File: src/rtl/ea16_pkg.sv
package ea16_pkg;
  typedef enum logic [2:0] {
    RS_NONE = 3'd0,
    RS_BX   = 3'd1,
    RS_BP   = 3'd2,
    RS_SI   = 3'd3,
    RS_DI   = 3'd4
  } reg_sel_e;

  typedef enum logic [1:0] {
    DM_NONE = 2'd0,
    DM_S8   = 2'd1,
    DM_16   = 2'd2
  } disp_mode_e;

  localparam logic [1:0] OVR_DS = 2'b01;
  localparam logic [1:0] OVR_SS = 2'b10;

  localparam logic SEG_DS = 1'b0;
  localparam logic SEG_SS = 1'b1;

  typedef struct packed {
    reg_sel_e   base;
    reg_sel_e   index;
    disp_mode_e disp;
    logic       reg_op;
    logic       dflt_seg;
  } dec_t;
endpackage

File: src/rtl/ea16_modrm_dec.sv
module ea16_modrm_dec
  import ea16_pkg::*;
(
  input  logic [7:0] modrm_i,
  output dec_t       dec_o
);
  logic [1:0] md;
  logic [2:0] rm;
  logic       unused_reg_f;

  assign md = modrm_i[7:6];
  assign rm = modrm_i[2:0];
  assign unused_reg_f = ^modrm_i[5:3];

  always_comb begin
    dec_o.base   = RS_NONE;
    dec_o.index  = RS_NONE;
    dec_o.disp   = DM_NONE;
    dec_o.reg_op = 1'b0;
    if (md == 2'd3) begin
      dec_o.reg_op = 1'b1;
      unique case (rm)
        3'd3:    dec_o.base = RS_BX;
        3'd5:    dec_o.base = RS_BP;
        3'd6:    dec_o.base = RS_SI;
        3'd7:    dec_o.base = RS_DI;
        default: dec_o.base = RS_NONE;
      endcase
    end else begin
      unique case (rm)
        3'd0: begin dec_o.base = RS_BX; dec_o.index = RS_SI; end
        3'd1: begin dec_o.base = RS_BX; dec_o.index = RS_DI; end
        3'd2: begin dec_o.base = RS_BP; dec_o.index = RS_SI; end
        3'd3: begin dec_o.base = RS_BP; dec_o.index = RS_DI; end
        3'd4: dec_o.base = RS_SI;
        3'd5: dec_o.base = RS_DI;
        3'd6: dec_o.base = (md == 2'd0) ? RS_NONE : RS_BP;
        default: dec_o.base = RS_BX;
      endcase
      unique case (md)
        2'd1:    dec_o.disp = DM_S8;
        2'd2:    dec_o.disp = DM_16;
        default: dec_o.disp = (rm == 3'd6) ? DM_16 : DM_NONE;
      endcase
    end
    // BP-led forms address the stack; direct form has no register -> data
    dec_o.dflt_seg = (dec_o.base == RS_BP) ? SEG_SS : SEG_DS;
  end
endmodule

File: src/rtl/ea16_offset.sv
module ea16_offset
  import ea16_pkg::*;
#(
  parameter int unsigned OFS_W = 16
) (
  input  dec_t             dec_i,
  input  logic [OFS_W-1:0] disp_i,
  input  logic [OFS_W-1:0] bx_i,
  input  logic [OFS_W-1:0] bp_i,
  input  logic [OFS_W-1:0] si_i,
  input  logic [OFS_W-1:0] di_i,
  output logic [OFS_W-1:0] ea_o
);
  localparam int unsigned NOPS = 2;

  reg_sel_e         sel [NOPS];
  logic [OFS_W-1:0] val [NOPS];
  logic [OFS_W-1:0] disp_ext;

  assign sel[0] = dec_i.base;
  assign sel[1] = dec_i.index;

  for (genvar g = 0; g < NOPS; g++) begin : g_pick
    always_comb begin
      unique case (sel[g])
        RS_BX:   val[g] = bx_i;
        RS_BP:   val[g] = bp_i;
        RS_SI:   val[g] = si_i;
        RS_DI:   val[g] = di_i;
        default: val[g] = '0;
      endcase
    end
  end

  always_comb begin
    unique case (dec_i.disp)
      DM_S8:   disp_ext = {{(OFS_W-8){disp_i[7]}}, disp_i[7:0]};
      DM_16:   disp_ext = disp_i;
      default: disp_ext = '0;
    endcase
  end

  assign ea_o = val[0] + val[1] + disp_ext;
endmodule

File: src/rtl/ea16_seg_chk.sv
module ea16_seg_chk
  import ea16_pkg::*;
#(
  parameter int unsigned OFS_W  = 16,
  parameter int unsigned ADDR_W = 32,
  parameter int unsigned V86_W  = 20
) (
  input  logic              dflt_seg_i,
  input  logic [1:0]        seg_ovr_i,
  input  logic [OFS_W-1:0]  ea_i,
  input  logic [ADDR_W-1:0] ds_base_i,
  input  logic [ADDR_W-1:0] ds_limit_i,
  input  logic [ADDR_W-1:0] ss_base_i,
  input  logic [ADDR_W-1:0] ss_limit_i,
  input  logic              v86_i,
  output logic              seg_o,
  output logic              fault_o,
  output logic [ADDR_W-1:0] lin_o
);
  localparam logic [ADDR_W-1:0] V86_MASK = {{(ADDR_W-V86_W){1'b0}}, {V86_W{1'b1}}};

  logic [ADDR_W-1:0] ea_ext, base, limit, sum;

  always_comb begin
    unique case (seg_ovr_i)
      OVR_DS:  seg_o = SEG_DS;
      OVR_SS:  seg_o = SEG_SS;
      default: seg_o = dflt_seg_i;
    endcase
  end

  assign ea_ext  = {{(ADDR_W-OFS_W){1'b0}}, ea_i};
  assign base    = (seg_o == SEG_SS) ? ss_base_i  : ds_base_i;
  assign limit   = (seg_o == SEG_SS) ? ss_limit_i : ds_limit_i;
  assign fault_o = ea_ext > limit;
  assign sum     = base + ea_ext;
  assign lin_o   = v86_i ? (sum & V86_MASK) : sum;
endmodule

File: src/rtl/ea16_agu.sv
module ea16_agu
  import ea16_pkg::*;
#(
  parameter int unsigned ADDR_W = 32,
  parameter int unsigned V86_W  = 20
) (
  input  logic              clk_i,
  input  logic              rst_ni,
  input  logic              req_i,
  input  logic [7:0]        modrm_i,
  input  logic [15:0]       disp_i,
  input  logic [15:0]       bx_i,
  input  logic [15:0]       bp_i,
  input  logic [15:0]       si_i,
  input  logic [15:0]       di_i,
  input  logic [1:0]        seg_ovr_i,
  input  logic [ADDR_W-1:0] ds_base_i,
  input  logic [ADDR_W-1:0] ds_limit_i,
  input  logic [ADDR_W-1:0] ss_base_i,
  input  logic [ADDR_W-1:0] ss_limit_i,
  input  logic              v86_i,
  output logic              valid_o,
  output logic              fault_o,
  output logic              reg_op_o,
  output logic              seg_o,
  output logic [15:0]       ea_o,
  output logic [ADDR_W-1:0] lin_o
);
  localparam int unsigned OFS_W = 16;

  dec_t              dec;
  logic [OFS_W-1:0]  ea_c;
  logic              seg_c, flt_c;
  logic [ADDR_W-1:0] lin_c;

  ea16_modrm_dec u_dec (
    .modrm_i (modrm_i),
    .dec_o   (dec)
  );

  ea16_offset #(.OFS_W(OFS_W)) u_ofs (
    .dec_i  (dec),
    .disp_i (disp_i),
    .bx_i   (bx_i),
    .bp_i   (bp_i),
    .si_i   (si_i),
    .di_i   (di_i),
    .ea_o   (ea_c)
  );

  ea16_seg_chk #(.OFS_W(OFS_W), .ADDR_W(ADDR_W), .V86_W(V86_W)) u_seg (
    .dflt_seg_i (dec.dflt_seg),
    .seg_ovr_i  (seg_ovr_i),
    .ea_i       (ea_c),
    .ds_base_i  (ds_base_i),
    .ds_limit_i (ds_limit_i),
    .ss_base_i  (ss_base_i),
    .ss_limit_i (ss_limit_i),
    .v86_i      (v86_i),
    .seg_o      (seg_c),
    .fault_o    (flt_c),
    .lin_o      (lin_c)
  );

  always_ff @(posedge clk_i or negedge rst_ni) begin
    if (!rst_ni) begin
      valid_o  <= 1'b0;
      fault_o  <= 1'b0;
      reg_op_o <= 1'b0;
      seg_o    <= SEG_DS;
      ea_o     <= '0;
      lin_o    <= '0;
    end else begin
      valid_o <= req_i & ~flt_c;
      fault_o <= req_i & flt_c;
      if (req_i) begin
        reg_op_o <= dec.reg_op;
        seg_o    <= seg_c;
        ea_o     <= ea_c;
        lin_o    <= lin_c;
      end
    end
  end
endmodule

File: config.mk
export PLATFORM = sky130hd
export DESIGN_NAME = ea16_agu
export DESIGN_NICKNAME = d
export VERILOG_FILES = /design/src/rtl/ea16_pkg.sv /design/src/rtl/ea16_modrm_dec.sv /design/src/rtl/ea16_offset.sv /design/src/rtl/ea16_seg_chk.sv /design/src/rtl/ea16_agu.sv
export SDC_FILE = /design/constraint.sdc
export NUM_CORES = 1
export LEC_CHECK = 0
export ABC_AREA = 0
export BUFFER_PORTS_ARGS = -buffer_cell sky130_fd_sc_hd__buf_4
export CORE_UTILIZATION = 40
export CTS_CLUSTER_DIAMETER = 80
export DETAILED_ROUTE_END_ITERATION = 8
export PLACE_DENSITY_LB_ADDON = 0.25
export SLEW_MARGIN = 20
export SYNTH_ARGS = -nofsm -noshare
export SYNTH_HDL_FRONTEND = slang
export SYNTH_SLANG_ARGS = --single-unit
File: constraint.sdc
create_clock -name clk_i -period 1.2 [get_ports clk_i]
set_input_delay 0.12 -clock clk_i [delete_from_list [all_inputs] [get_ports clk_i]]
set_output_delay 0.12 -clock clk_i [all_outputs]
set_load 0.1 [all_outputs]
# Word-level counts from Yosys, hierarchy flattened
# Index checks and enable logic that the tools add are counted.
dict set report word_totals {
  ff_bits 52
  output_inout_bits 52
  wordCells 57
}
dict set report classes {
  addsub 3
  n_lt_le_gt_ge 1
  n_eq_ne 22
  muxes 17
  bitwise 3
  reduce_logical 5
}
# cell n
set ops {}
lappend ops {{case mux 16 bit (4 select lines)} 2}
lappend ops {{2-to-1 mux 32 bit} 3}
lappend ops {{adder 16 bit} 2}
lappend ops {{adder 32 x 16 -> 32 bit} 1}
lappend ops {{greater-than comparator 16 x 32 -> 1 bit} 1}
lappend ops {{case mux 16 bit (2 select lines)} 1}
lappend ops {{case mux 3 bit (4 select lines)} 2}
lappend ops {{== test 3 x 2 -> 1 bit (second input constant)} 6}
lappend ops {{== test 3 bit (second input constant)} 6}
lappend ops {{== test 3 x 1 -> 1 bit (second input constant)} 3}
lappend ops {{== test 2 bit (second input constant)} 4}
lappend ops {{== test 2 x 1 -> 1 bit (second input constant)} 3}
lappend ops {{case mux 3 bit (2 select lines)} 1}
lappend ops {{OR reduction 2 bit} 3}
lappend ops {{2-to-1 mux 5 bit} 1}
lappend ops {{2-to-1 mux 2 bit} 2}
lappend ops {{case mux 2 bit (2 select lines)} 1}
lappend ops {{logical NOT 3 bit} 1}
lappend ops {{2-to-1 mux 3 bit} 1}
lappend ops {{bitwise AND 1 bit} 2}
lappend ops {{logical NOT 2 bit} 1}
lappend ops {{2-to-1 mux 1 bit} 2}
lappend ops {{case mux 1 bit (2 select lines)} 1}
lappend ops {{inverter 1 bit} 1}

# Depth between registers and ports, before layout
dict set report depth {
  depth_word 11
  mapped_depth 27
  depth_no_buf 24
}

# Hierarchy
# A second synthesis with hierarchy kept.
dict set report hier_totals {
  hier_cells 783
  area_unflattened_um2 7071.8
}
# mod instances cells_per_inst area_per_inst_um2 seq_area_each_um2
set by_module_without_submodules {}
lappend by_module_without_submodules {ea16_seg_chk 1 349 2418.6 0.0}
lappend by_module_without_submodules {ea16_offset 1 292 2273.4 0.0}
lappend by_module_without_submodules {ea16_agu 1 110 2163.3 1301.2}
lappend by_module_without_submodules {ea16_modrm_dec 1 32 216.5 0.0}

# Worst setup path before layout
# Ideal clock, no wire load.
dict set report synth_path {
  kind {input-to-reg}
  from {input port modrm_i[6]}
  to {register lin_o[31]}
  setup_ps 87
  arrival_time_ps 5729
  required_ps 1113
  slack_ps -4615
  cell_stages 25
  path_buffers 3
  cell_sequence {ha_1 buf_6 nor3_1 ha_1 clkbuf_1 clkbuf_1 a22oi_1 or2_2 fa_1 inv_1 ha_1 a211oi_1 o21a_1 o21ai_1 xor2_1 ha_1 nand4_1 a21oi_1 and3b_1 or2_1 o2111a_1 o41ai_4 nand2_2 or4b_1 o211ai_1}
}
dict set report synth_between {
  elab_chain_cells 10
  elab_cells_between_ends 29
  cone_classes {3 x add/sub; 13 x eq/ne; 12 x mux; 1 x reduce/logical}
}
# item line_no
set synth_rtl {}
lappend synth_rtl {{start: declaration} ea16_agu.sv:10} ;# input logic [7:0] modrm_i,
lappend synth_rtl {{logical NOT 2 bit} ea16_modrm_dec.sv:37} ;# 3'd6: dec_o.base = (md == 2'd0) ? RS_NONE : RS_BP;
lappend synth_rtl {{2-to-1 mux 2 bit} ea16_modrm_dec.sv:37}
lappend synth_rtl {{case mux 3 bit (4 select lines)} ea16_modrm_dec.sv:30} ;# unique case (rm)
lappend synth_rtl {{2-to-1 mux 3 bit} ea16_modrm_dec.sv:20} ;# if (md == 2'd3) begin
lappend synth_rtl {{== test 3 bit (tied with other cells)} ea16_offset.sv:25} ;# unique case (sel[g])
lappend synth_rtl {{case mux 16 bit (4 select lines)} ea16_offset.sv:25}
lappend synth_rtl {{adder 16 bit} ea16_offset.sv:43} ;# assign ea_o = val[0] + val[1] + disp_ext;
lappend synth_rtl {{adder 16 bit *} ea16_offset.sv:43}
lappend synth_rtl {{net ea_c[8]} ea16_agu.sv:32} ;# logic [OFS_W-1:0] ea_c;
lappend synth_rtl {{adder 32 x 16 -> 32 bit *} ea16_seg_chk.sv:36} ;# assign sum = base + ea_ext;
lappend synth_rtl {{2-to-1 mux 32 bit *} ea16_seg_chk.sv:37} ;# assign lin_o = v86_i ? (sum & V86_MASK) : sum;
lappend synth_rtl {{end signal: assignment} ea16_agu.sv:80} ;# lin_o <= lin_c;
lappend synth_rtl {{end: declaration} ea16_agu.sv:27} ;# output logic [ADDR_W-1:0] lin_o
# The timed path passes the listed nets; every way through them passes the cells marked *.
# A chain may end at the register's enable or synchronous reset.

# Worst setup path in the final report
dict set report layout_path {
  from {input port modrm_i[7]}
  to {register lin_o[31]}
}
# Same word-level chain as after synthesis.

==> metrics.md <==
| Metric | Value |
|---|---|
| Outcome | `finished with violations` |
| Failing checks | `setup timing` |
| Final Critical Period | `5.238 ns` |
| Compound-Gate Fraction of Synth Area | `0.2111` |
| Met2 WL post-DR | `12310 um` |
| Clock-pin slew on the worst setup and hold paths | `0.07 ns` |
| Final nets | `1478` |
| Worst-margin pin slew | `0.5915 ns` |
| Share of post-route cells with drive strength above 1 | `0.6015` |
| Top_reg_cell synth | `dfrtp_1` |
| Drt first pass iters | `5` |
| Die area | `16030 sq um` |
| Area after DPL | `10140 sq um` |
| Crit path required time | `1.42 ns` |
| Vias per inst | `5.430` |
| Cell type with the largest total area after synthesis | `dfrtp_1` |
| Mux contribution to synthesized area | `0.1223` |
| Routed WL per cell | `17.55 um` |
| Netlist cell types | `71` |
| Port bufs | `270` |
| Setup slack after layout | `-4.038 ns` |
| CTS tree | `yes` |
| Crit end category | `register` |
| Syn Area/Cell | `8.687 sq um` |
| Worst R2R Setup Slack | `0.33 ns` |
| Synth cell count leaders | `nand2_1 (83), dfrtp_1 (52), ha_1 (48)` |
| Crit share post-route | `4.365` |
| Grt total ovfl | `0` |
| #FFs+latches synth | `52` |
| Clock sink count | `52` |
| Post-synthesis adder-cell area fraction | `0.1547` |
| Die Y | `126.6 um` |
| Maximum vdd drop | `1.553 mV` |
| Reg2Reg Depth | `2` |
| Seq/Total Area, Yosys | `0.2095` |
| Clk_lat worst skew | `0.29 ns` |
| Largest net degree at the start of global routing | `28` |
| Slowest-stage cell, CP | `or4b_1` |
| Max FO, Critical Path | `3` |
| Syn-to-layout area delta | `88.62%` |
| Die width | `126.6 um` |
| Largest family of logic cells by synthesized area | `compound AO/OA/AOI/OAI gates` |
| Placer congestion estimate | `0.9274` |
| Core area | `15200 sq um` |
| Pwr dens | `1815 nW/um^2` |
| Vias in the first global route | `7508` |
| Synthesized instance count | `715` |
| Mapped Area | `6211 sq um` |
| Root buf cell | `clkbuf_16` |
| Row Count | `45` |
| Via count | `7493` |
| First-pass GRT wire length | `36870 um` |
| Final Hold Vio Count | `0` |
| Detailed-route DRC error count | `0` |
| Area share of the largest cell type after synthesis | `0.2095` |
| FFs w/ async S/R, synth | `1.000` |
| Hold Path Class | `in -> reg` |
| Overall Global Routing Usage | `0.2880` |
| Synth Warn # | `0` |
| RSZ-0062 raised after global routing | `yes` |
| Final instance area | `11720 sq um` |
| Fraction of the mapped netlist area in simple logic gates | `0.1743` |
| Initial antenna violation count | `0` |
| Fillers | `1019` |
| Post-Synth XOR/XNOR Area | `0.07333` |
| Num CTS Buffers | `5` |
| Leakage | `5.762 nW` |
| H-tree lvl count | `2` |
| WL final | `24220 um` |
| Max Slew Vio Count | `0` |
| Max Root-Sink Buffers | `2` |
| 1st-iter DRT viols | `357` |
| Most frequent cell after synthesis | `nand2_1` |
| CP Launch Type | `input port` |
| Max Clk Rate | `190.9 MHz` |
| Initial Util | `0.4086` |
| Worst slew margin | `0.6028` |
| Antenna diode count | `0` |
| Antenna Violating Nets Remaining | `0` |
| Setup CP Type | `in -> reg` |
| Number of flops mapped to enable cells by yosys | `0` |
| Crit path DAT | `5.46 ns` |
| Top Layer Used | `met4` |
| Final Skew | `0 ns` |
| Max-capacitance violation count | `0` |
| IO Pins | `274` |
| # setup viols final | `51` |
| WL met1 | `9631 um` |
| Syn Nets | `1002` |
| WHS Path Cells | `2` |
| HPWL Detailed | `17930 um` |
| Post-layout util | `0.7706` |
| Crit-path max cell delay | `0.51 ns` |
| Main area contributors after synthesis | `dfrtp_1 (21%), ha_1 (9.7%), mux2_2 (6.3%)` |
| DR WL met3 | `1301 um` |
stage by stage:
| step | setup slack, ns | cells | hold WS [ns] | power, W | setup TNS (ns) |
|---|---|---|---|---|---|
| 6_report | -4.038 | 1380 | 0.01545 | 0.02126 | -149.36 |
| 5_1_grt | -4.185 | 1380 | 0.03500 | 0.02225 | -155.35 |
| 4_1_cts | -3.930 | 1367 | 0.01294 | 0.02000 | -143.15 |
| 3_5_place_dp | -4.369 | 1330 | 0.02247 | 0.01690 | -169.90 |
| 3_3_place_gp | -4.209 | 1330 | 0.02328 | 0.01669 | -165.19 |
| 2_1_floorplan | -4.184 | 715 | -0.1756 | 0.01211 | -144.78 |
cell usage in the layout, fill, tap and decap left out, types with 7 or more instances in the layout:
cell / instances
a222oi_1: 16
ha_1: 26
mux2_4: 22
a22oi_1: 12
o2bb2ai_1: 8
or2_4: 10
inv_2: 8
nand2_1: 76
o21ai_1: 9
buf_4: 447
nor2_1: 28
xnor2_1: 22
or2_2: 7
xor2_1: 15
a21oi_1: 21
mux2_2: 13
a21oi_2: 10
xnor2_2: 11
ha_4: 21
dfrtp_1: 51
inv_1: 31
mux2i_1: 32
o211ai_1: 7
nand3_1: 12
fa_1: 15
buf_12: 10
buf_6: 47
a21o_1: 11
nor4_1: 8
report_power, final:
part / leakage (nW) / internal, W / switching [W]
combinational: 5.05 / 0.00702 / 0.00987
clock: 0.0798 / 0.000982 / 0.000688
sequential: 0.636 / 0.00235 / 0.000358
total: 5.76 / 0.0104 / 0.0109
worst paths after layout:
| kind | startpoint | to |
|---|---|---|
| setup reg to reg | lin_o[17]$_DFFE_PN0P_ | lin_o[17]$_DFFE_PN0P_ |
| hold reg to reg | lin_o[30]$_DFFE_PN0P_ | lin_o[30]$_DFFE_PN0P_ |
| min in group asynchronous | rst_ni | ea_o[9]$_DFFE_PN0P_ |
| setup / recovery | modrm_i[7] | lin_o[31]$_DFFE_PN0P_ |
| max in group asynchronous | rst_ni | lin_o[6]$_DFFE_PN0P_ |
| hold / removal | v86_i | lin_o[21]$_DFFE_PN0P_ |
state kept, by name, indices dropped and copies added, names as in the netlist:
name	count
lin_o	32
ea_o	16
fault_o	1
reg_op_o	1
seg_o	1
valid_o	1
final cells by class:
type	count	area, sq um	area share
repair buffers	507	4125	0.3521
well taps	188	235.2	0.02008
clock buffers	5	125.1	0.01068
multi-input cells	583	5709	0.4873
clock inverters	3	42.54	0.003631
flip-flops and latches	52	1303	0.1112
inverters	42	175.2	0.01495
logic make-up after synthesis:
logic type / after synthesis
AOI/OAI and AO/OA: 175
xor gates and xnor gates: 52
adders and majority gates: 67
buffers and inverters: 80
DFF: 52
muxes: 69
and+or+nand+nor: 220
worst max-delay path: cells and delay by family:
family | cells | cell delay [ns]
compound gates | 7 | 1.53
xor+xnor | 1 | 0.12
fa+ha+maj | 5 | 1.66
buf+inv | 4 | 0.33
simple gates | 9 | 1.69
metal layers:
metal | global-route usage | vias to the layer above
li1 | - | 3563
met1 | 0.3387 | 3555
met2 | 0.5301 | 307
met3 | 0.03585 | 68
met4 | 0.1134 | 0
met5 | 0 | -
timing repair:
item	4_1_cts	5_1_grt
cloned	1	0
resized for setup	155	73
setup buffers	35	17
endpoints found under the hold margin	41	0
pin swaps	92	74
endpoints found under the setup margin	51	51
hold buffers	1	0
Note: power is estimated with default switching activity, not from simulation.
